**config.mk**
```make
export PLATFORM = sky130hd
export DESIGN_NAME = shr_unit
export DESIGN_NICKNAME = d
export VERILOG_FILES = /design/src/rtl/shr_pkg.sv /design/src/rtl/shr_count_norm.sv /design/src/rtl/shr_engine.sv /design/src/rtl/shr_unit.sv
export SDC_FILE = /design/constraint.sdc
export NUM_CORES = 1
export LEC_CHECK = 0
export BUFFER_PORTS_ARGS = -buffer_cell sky130_fd_sc_hd__buf_2
export CELL_PAD_IN_SITES_DETAIL_PLACEMENT = 1
export CELL_PAD_IN_SITES_GLOBAL_PLACEMENT = 1
export CORE_UTILIZATION = 25
export DETAILED_ROUTE_END_ITERATION = 6
export PLACE_DENSITY = 0.56
export RECOVER_POWER = 100
export SLEW_MARGIN = 20
export SYNTH_ARGS = -nofsm -noshare
export SYNTH_HDL_FRONTEND = slang
export SYNTH_SLANG_ARGS = --single-unit
```
**constraint.sdc**
```tcl
create_clock -name vclk -period 4.7
set_input_delay 0.235 -clock vclk [all_inputs]
set_output_delay 0.235 -clock vclk [all_outputs]
set_load 0.03 [all_outputs]
```
**src/rtl/shr_pkg.sv**
```systemverilog
package shr_pkg;

  typedef enum logic [2:0] {
    OP_LSL = 3'b000,
    OP_LSR = 3'b001,
    OP_ASL = 3'b010,
    OP_ASR = 3'b011,
    OP_ROL = 3'b100,
    OP_ROR = 3'b101,
    OP_RS6 = 3'b110,
    OP_RS7 = 3'b111
  } shr_op_e;

  typedef enum logic [1:0] {
    K_LOG = 2'd0,
    K_ARI = 2'd1,
    K_ROT = 2'd2
  } shr_kind_e;

endpackage

```
**src/rtl/shr_count_norm.sv**
```systemverilog
// Turns (operation, signed count) into direction, kind, bounded amount and
// a saturation flag for the engine.
module shr_count_norm
  import shr_pkg::*;
#(
  parameter int DATA_W = 8,
  parameter int CNT_W  = $clog2(2*DATA_W+1)+1,
  parameter int AMT_W  = (DATA_W > 1) ? $clog2(DATA_W) : 1
) (
  input  logic [2:0]       op_i,
  input  logic [CNT_W-1:0] count_i,
  output logic             pass_o,
  output logic             left_o,
  output shr_kind_e        kind_o,
  output logic [AMT_W-1:0] amt_o,
  output logic             sat_o
);

  localparam logic [CNT_W-1:0] W_C = CNT_W'(DATA_W);

  logic                    neg;
  logic signed [CNT_W:0]   ext;
  logic [CNT_W-1:0]        mag;

  always_comb begin
    neg    = count_i[CNT_W-1];
    // one extra bit so that negating the most negative count cannot overflow
    ext    = signed'({count_i[CNT_W-1], count_i});
    mag    = neg ? CNT_W'(-ext) : count_i;
    pass_o = (op_i == OP_RS6) || (op_i == OP_RS7);
    left_o = ~op_i[0] ^ neg;
    kind_o = op_i[2] ? K_ROT : (op_i[1] ? K_ARI : K_LOG);
    if (kind_o == K_ROT) begin
      sat_o = 1'b0;
      amt_o = AMT_W'(mag % W_C);
    end else begin
      sat_o = (mag >= W_C);
      amt_o = sat_o ? '0 : AMT_W'(mag);
    end
  end

endmodule

```
**src/rtl/shr_engine.sv**
```systemverilog
// Left-only shift/rotate datapath; right-hand operations reuse it through
// bit reversal of input and output.
module shr_engine
  import shr_pkg::*;
#(
  parameter int DATA_W = 8,
  parameter int AMT_W  = (DATA_W > 1) ? $clog2(DATA_W) : 1
) (
  input  logic [DATA_W-1:0] data_i,
  input  logic              pass_i,
  input  logic              left_i,
  input  shr_kind_e         kind_i,
  input  logic [AMT_W-1:0]  amt_i,
  input  logic              sat_i,
  output logic [DATA_W-1:0] data_o
);

  function automatic logic [DATA_W-1:0] shl_fill(
    input logic [DATA_W-1:0] v, input logic [AMT_W-1:0] a, input logic f);
    logic [DATA_W-1:0] keep;
    keep = {DATA_W{1'b1}} << a;
    return (v << a) | (f ? ~keep : '0);
  endfunction

  function automatic logic [DATA_W-1:0] rot_l(
    input logic [DATA_W-1:0] v, input logic [AMT_W-1:0] a);
    int unsigned back;
    if (a == '0) return v;
    back = DATA_W - int'(a);
    return (v << a) | (v >> back);
  endfunction

  logic [DATA_W-1:0] rev_in, rev_res, work, res;
  logic              fill;

  for (genvar g = 0; g < DATA_W; g++) begin : g_rev
    assign rev_in[g]  = data_i[DATA_W-1-g];
    assign rev_res[g] = res[DATA_W-1-g];
  end

  always_comb begin
    work = left_i ? data_i : rev_in;
    fill = (kind_i == K_ARI) ? work[0] : 1'b0;
    if (kind_i == K_ROT) res = rot_l(work, amt_i);
    else if (sat_i)      res = {DATA_W{fill}};
    else                 res = shl_fill(work, amt_i, fill);
    if (pass_i)          data_o = data_i;
    else                 data_o = left_i ? res : rev_res;
  end

endmodule

```
**src/rtl/shr_unit.sv**
```systemverilog
module shr_unit
  import shr_pkg::*;
#(
  parameter int DATA_W = 8,
  parameter int CNT_W  = $clog2(2*DATA_W+1)+1
) (
  input  logic [DATA_W-1:0] data_i,
  input  logic [2:0]        op_i,
  input  logic [CNT_W-1:0]  count_i,
  output logic [DATA_W-1:0] data_o
);

  localparam int AMT_W = (DATA_W > 1) ? $clog2(DATA_W) : 1;

  logic             nrm_pass, nrm_left, nrm_sat;
  shr_kind_e        nrm_kind;
  logic [AMT_W-1:0] nrm_amt;

  shr_count_norm #(.DATA_W(DATA_W), .CNT_W(CNT_W), .AMT_W(AMT_W)) norm_i (
    .op_i    (op_i),
    .count_i (count_i),
    .pass_o  (nrm_pass),
    .left_o  (nrm_left),
    .kind_o  (nrm_kind),
    .amt_o   (nrm_amt),
    .sat_o   (nrm_sat)
  );

  shr_engine #(.DATA_W(DATA_W), .AMT_W(AMT_W)) eng_i (
    .data_i (data_i),
    .pass_i (nrm_pass),
    .left_i (nrm_left),
    .kind_i (nrm_kind),
    .amt_i  (nrm_amt),
    .sat_i  (nrm_sat),
    .data_o (data_o)
  );

  always_comb begin
    p_zero_pass_r2: assert (count_i != '0 || data_o == data_i)
      else $error("zero count altered data");
    p_reserved_pass_r9: assert (!(op_i == OP_RS6 || op_i == OP_RS7) || data_o == data_i)
      else $error("reserved code altered data");
    p_logic_sat_r3: assert (!(nrm_sat && nrm_kind == K_LOG && !nrm_pass) || data_o == '0)
      else $error("saturated logical shift not zero");
    p_arith_sat_r5: assert (!(nrm_sat && nrm_kind == K_ARI && !nrm_pass) ||
                            $countones(data_o) == 0 || $countones(data_o) == DATA_W)
      else $error("saturated arithmetic shift not uniform");
    p_rot_ones_r6: assert (!(nrm_kind == K_ROT && !nrm_pass) ||
                           $countones(data_o) == $countones(data_i))
      else $error("rotate changed population count");
  end

endmodule

```
==> results of run 1 <==
[cells by family after synthesis]
kind of cell / count (synthesis)
multiplexers: 22
XOR/XNOR: 5
AO/OA/AOI/OAI: 71
AND/OR/NAND/NOR: 87
buffers and inverters: 21
adder cells (fa/ha/maj): 5
[per-stage QoR]
stage / total power, uW / hold slack (ps) / utilization / area, sq um
finish: 308 / 920 / 0.287 / 1610
global route: 334 / 957 / 0.287 / 1610
global placement: 310 / 875 / 0.288 / 1620
CTS: 308 / 883 / 0.288 / 1620
floorplan: 236 / 680 / - / 1490
detailed placement: 307 / 879 / 0.288 / 1620
[cells in the mapped netlist, drive strengths merged, types with 4 or more instances]
master  count
inv         9
clkbuf      8
nand2      26
o22ai       5
a21oi      18
nor3        8
a31oi       5
mux2        6
and2        5
nor2       28
nand3       4
o21ai      10
a221oi      4
ha          5
mux2i      15
and3        4
[cells in the final DEF (no fill, tap or decap), drive strengths merged, types with 2 or more instances in the layout]
master	Yosys	routed
nor2	28	28
o21a	2	2
xor2	3	3
o21ai	10	10
a32oi	2	2
o211ai	2	2
xnor2	2	2
a21oi	18	18
clkbuf	8	6
o221ai	2	2
ha	5	5
o32ai	2	2
and3	4	4
nor4	2	2
o22ai	5	5
mux2i	15	15
inv	9	9
mux2	6	6
nand4	2	2
a31oi	5	5
nand3	4	4
nand2	26	26
o31ai	2	2
a221oi	4	4
nor3	8	8
buf	3	21
a21boi	2	2
a211oi	3	3
o31a	3	3
and2	5	5
a211o	2	2
[metal layers]
| metal | vias to the layer above | global-route usage |
|---|---|---|
| li1 | 830 | - |
| met1 | 835 | 0.247 |
| met2 | 32 | 0.301 |
| met3 | 2 | 0.00230 |
| met4 | 0 | 0.0145 |
| met5 | - | 0 |
[final cells by class]
cell class                 count  area [sq um]
fill                         750          4000
inverter                      10          38.8
multi-input combinational    190          1350
tap                           72          90.1
timing repair buffer          27           133
[power breakdown]
group          total (uW)  internal [uW]  switching (uW)
combinational         308            106             201
clock                   0              0               0
sequential              0              0               0
total                 308            106             201
[how the worst min path moves through the flow]
stage          cells past startpoint  slack [ps]         to
6_report                           4         920  data_o[5]
5_1_grt                            4         960  data_o[2]
4_1_cts                            4         880  data_o[5]
3_5_place_dp                       4         880  data_o[2]
3_3_place_gp                       4         880  data_o[5]
2_1_floorplan                      2         680  data_o[2]
[worst max-delay path: cells and delay by family]
kind / cells / cell delay [ps]
AND/OR/NAND/NOR: 3 / 530
adder cells (fa/ha/maj): 3 / 780
AO/OA/AOI/OAI: 4 / 620
multiplexers: 2 / 790
buffers and inverters: 6 / 920
==> key figures, run 1 <==
Place
  • RD Place Congestion: 0.877
  • Port-buffer cells: 25
  • Place WS: 736 ps
  • DPL Wire Length: 4.23 mm
  • Placed cells: 299

GRT
  • Number of global-route vias before repair: between 1,500 and 2,000
  • Gr ovfl total: 0
  • First-pass GRT wire length: 8.64 mm
  • Gr usage total: 0.173
  • Initial antenna violation count: 0
  • Largest net degree at the start of global routing: 19

Synth
  • Cell accounting for the most synthesized area: mux2i_1
  • Mapped cell area: 1490 sq um
  • Synth cell types: 69
  • Largest family of logic cells by synthesized area: compound AO/OA/AOI/OAI gates
  • Share of the yosys chip area belonging to registers: 0
  • Cells after synthesis: 211
  • Syn Area/Cell: between 7 and 8 sq um
  • Synth Area in Compound Gates: 0.352
  • Ys Warns: 0
  • Area share of the largest cell type after synthesis: 0.0875
  • Simple-gate portion of the synthesized area: 0.293
  • Mux cell area share after synthesis: 0.172
  • Synth Area in Adders: 0.0421
  • Post-synth net total: 233
  • Area contributors post-synth: mux2i_1 (8.8%), nor2_1 (6.8%), nand2_1 (6.3%)
  • XOR/XNOR Fraction of Synth Area: 0.0471

Drt
  • Drt total wl: 5.39 mm
  • Initial DRC Count: 103
  • Max layer used: met4
  • Met2 wire len: between 2 and 3 mm
  • Metal-1 WL: about 2.7 mm
  • WL met3: 141 um
  • DR WL/cell: between 15 and 20 um
  • Drt via density: between 5 and 6
  • DRC violations left: 0
  • Final ANT Viol Nets: 0
  • Routed via count: 1,699
  • First-pass DRT Iterations: 4

Timing
  • Setup violators final: 0
  • Hold Vio Cnt, Final: 0
  • Final period demand of the worst path: 4090 ps
  • RSZ-0062 raised after global routing: false
  • Final worst path period share: 0.871
  • FMAX: 0.244 GHz
  • Least-Margin Pin Slew: about 800 ps
  • Max-slew headroom: 0.451
  • Sum Neg Setup Slack: 0 ps
  • Max Transition Viols Final: 0
  • Final worst setup slack: 607 ps

Hold path
  • Hold path start: data_i[5]
  • HP Class: input pin to primary output

Worst setup path
  • Crit-path cells: buf_2 -> inv_1 -> ha_1 -> nor4bb_1 -> mux2i_1 -> a21oi_1 -> buf_4 -> inv_1 -> ha_1 -> inv_1 -> ha_1 -> mux4_2 -> o22ai_2 -> nand2_1 -> o2111ai_1 -> o32ai_1 -> nor2_1 -> clkbuf_1
  • Crit Path Category: input pin to primary output
  • Max FO, Critical Path: 10
  • Crit. Startpoint: count_i[0]
  • Critical Path Max Stage Delay: 570 ps
  • Worst Path Required: between 4000 and 5000 ps
  • Crit-path slowest cell: mux4_2
  • Worst Setup Start Kind: input pin
  • Nature of the critical path endpoint: primary output
  • Worst setup path endpoint: data_o[2]
  • CP arrival: 3860 ps

Power
  • Max IR drop VDD: 47.5 uV
  • Leak: 0.000648 uW
  • Power Density: 191 nW/um^2

Die
  • Row cnt: 27
  • Initial core utilization: 0.265
  • Std-Cell Core Area: 5610 sq um
  • I/O pin count: 25
  • Chip Height: 79.1 um
  • Die W: 79.1 um
  • DIE AREA: 6260 sq um

Finish
  • Non-filler cells, final: 299
  • N_diodes: 0
  • Synthesis-to-finish area growth: 8.16%
  • Seq. cell area: 0 sq um
  • Seq_cells: 0
  • Clock buf count: 0
  • # nets final: 251
  • Fraction of layout cells with a size suffix above 1: 0.216

Clock network
  • Post-cts sizing count: 0
  • Cts hold-fix bufs: 0
  • Setup bufs post-CTS: 0

Status
  • Status: finished, final reports clean

Flow run
  • Number of max-cap violations: 0
(Power assumes the default switching activity.)
==> run 2: changes to the inputs <==
- ABC_AREA: default -> 1
- PLACE_DENSITY: 0.56 -> 0.62
==> run 2 against run 1 <==
Against the previous run: setup slack gained 210 ps; combinational power shrank 10%; maximum frequency up 5.5%; final area shrank 7.8%; critical path depth unchanged; final cell count grew 23%; wire length decreased by 8.7%; hold slack worse by 73 ps; largest cell class unchanged; highest routed layer unchanged.
==> key figures, run 2 <==
Status
  • Status: finished, final reports clean

Timing
  • Least-Margin Pin Slew: 611 ps (-190 ps)
  • RSZ-0062 raised after global routing: false
  • Setup violators final: 0 (unchanged)
  • Hold Vio Cnt, Final: 0 (unchanged)
  • Final period demand of the worst path: 3880 ps (-214 ps)
  • Sum Neg Setup Slack: 0 ps (unchanged)
  • Max-slew headroom: 0.590 (+0.139)
  • FMAX: 0.258 GHz (+5.5%)
  • Final worst path period share: 0.825 (-0.0455)
  • Max Transition Viols Final: 0 (unchanged)

Worst setup path
  • Nature of the critical path endpoint: primary output
  • Worst Path Required: 4470 ps (about the same)
  • Worst Setup Start Kind: input pin
  • Crit Path Category: input pin to primary output
  • Crit-path slowest cell: nand2_1
  • Buf/Inv on CP: 4 (-2)
  • Critical Path Max Stage Delay: 390 ps (-180 ps)
  • CP delay by family, top: simple AND/OR/NAND/NOR gates
  • Crit-path cells: buf_2 -> inv_1 -> ha_1 -> nor2_2 -> nand3_1 -> nand2_1 -> nand3_2 -> nand2_1 -> nand2_1 -> ha_1 -> ha_1 -> inv_1 -> o21ai_0 -> o21bai_1 -> nand3_1 -> nand3_1 -> nand2_1 -> clkbuf_1
  • CP arrival: 3640 ps (-220 ps)
  • Max FO, Critical Path: 14 (+4)
  • CP most frequent cell: nand2_1

Flow run
  • Number of max-cap violations: 0 (unchanged)

Place
  • DPL Wire Length: 4.33 mm (+2.3%)
  • RD Place Congestion: 0.971 (+11%)
  • Placed cells: 369 (+23%)
  • Port-buffer cells: 25 (unchanged)

Drt
  • DR WL/cell: 13.3 um (-26%)
  • Initial DRC Count: 129 (+25%)
  • Drt via density: 4.87 (-14%)
  • DRC violations left: 0 (unchanged)
  • Final ANT Viol Nets: 0 (unchanged)
  • Routed via count: 1,798 (+5.8%)
  • Drt total wl: 4.92 mm (-8.7%)
  • First-pass DRT Iterations: 4 (unchanged)

GRT
  • First-pass GRT wire length: 8.06 mm (-6.7%)
  • Largest net degree at the start of global routing: 26 (+7)
  • Gr ovfl total: 0 (unchanged)
  • Initial antenna violation count: 0 (unchanged)
  • Gr usage total: 0.186 (+0.0132)
  • Number of global-route vias before repair: 1,657 (+2.0%)

Die
  • Chip Height: 74.9 um (-5.4%)
  • DIE AREA: 5610 sq um (-10%)
  • I/O pin count: 25 (unchanged)
  • Std-Cell Core Area: 5110 sq um (-8.9%)
  • Row cnt: 26 (-3.7%)
  • Initial core utilization: 0.260 (-0.00514)
  • Die W: 74.9 um (-5.4%)

Hold path
  • Hold EP: data_o[1]
  • Hold path start: data_i[1]
  • HP Class: input pin to primary output
  • Hold Crit Depth: 4 (unchanged)

Power
  • Total power draw: 276 uW (-10%)
  • Power Density: 186 nW/um^2 (-2.8%)
  • Leak: 0.000922 uW (+42%)
  • Max IR drop VDD: 50.3 uV (+6.0%)

Finish
  • Fraction of layout cells with a size suffix above 1: 0.137 (-0.0787)
  • Commonest non-fill, non-tap cell in the layout: nand2_1
  • Most frequent cells in the layout: nand2_1 (101), nand3_1 (61), inv_1 (41)
  • Seq_cells: 0 (unchanged)
  • # nets final: 323 (+29%)
  • Non-filler cells, final: 369 (+23%)
  • Clock buf count: 0 (unchanged)
  • Synthesis-to-finish area growth: 11.7%
  • Seq. cell area: 0 sq um (unchanged)
  • N_diodes: 0 (unchanged)

Synth
  • Area share of the largest cell type after synthesis: 0.280 (+0.192)
  • Synth cell types: 25 (-64%)
  • Syn Area/Cell: 4.71 sq um (-33%)
  • Synth cell count leaders: nand2_1 (99), nand3_1 (61), inv_1 (41)
  • Share of the yosys chip area belonging to registers: 0 (unchanged)
  • Post-synth net total: 304 (+30%)
  • Most frequent cell after synthesis: nand2_1
  • Cell accounting for the most synthesized area: nand2_1
  • Cells after synthesis: 282 (+34%)
  • Mapped cell area: 1330 sq um (-11%)
  • Area contributors post-synth: nand2_1 (28%), nand3_1 (23%), inv_1 (12%)
  • Ys Warns: 0 (unchanged)

Clock network
  • Setup bufs post-CTS: 0 (unchanged)
  • Post-cts sizing count: 0 (unchanged)
  • Cts hold-fix bufs: 0 (unchanged)
==> run 2: cell count changes after synthesis, sizes merged, moves of 8 or more <==
cell   change
nand2     +77
nand3     +58
inv       +37
nor2      -16
mux2i     -15
o21ai     +13
a21oi      -8
nor3       -8
==> run 2: final cells by class <==
class              count  area [sq um]
multi-input cells    225          1080
well taps             70          87.6
inverters             48           180
repair buffers        26           131
fillers              757          3620
==> run 2: per-layer routing <==
layer	GRT usage	part of all wire	wire, um	vias up
met5	0	0	0	-
met4	0.00629	0.0043	21	0
met3	0.00535	0.024	117	2
met2	0.317	0.47	2300	24
met1	0.275	0.51	2490	832
li1	-	-	-	940
==> run 2: cells by family (layout without fill, tap and decap cells) <==
logic type,count (synthesis),count (layout),share of synthesized area
buf+inv,57,74,0.180
fa+ha+maj,5,5,0.0471
compound gates,36,36,0.156
simple gates,184,184,0.617
==> run 2: where the power goes <==
part	switching, uW	internal (uW)
Combinational	191	84.6
Sequential	0	0
Clock	0	0
Total	191	84.6
==> run 2: worst max path at each step <==
stage,start,to,slack [ps],cells after the start
finish,count_i[0],data_o[5],820,18
global route,count_i[0],data_o[5],440,21
CTS,count_i[0],data_o[0],1200,20
detailed placement,count_i[0],data_o[0],1210,20
global placement,count_i[0],data_o[0],1280,20
floorplan,count_i[0],data_o[3],1600,20
==> run 2: through the flow <==
step / instance area (sq um) / utilization / hold slack (ps) / setup slack, ps
final: 1480 / 0.290 / 847 / 821
after global routing: 1480 / 0.290 / 883 / 440
after CTS: 1490 / 0.292 / 851 / 1200
after detailed placement: 1490 / 0.292 / 848 / 1210
after global placement: 1490 / 0.292 / 845 / 1280
after floorplan: 1330 / - / 695 / 1600
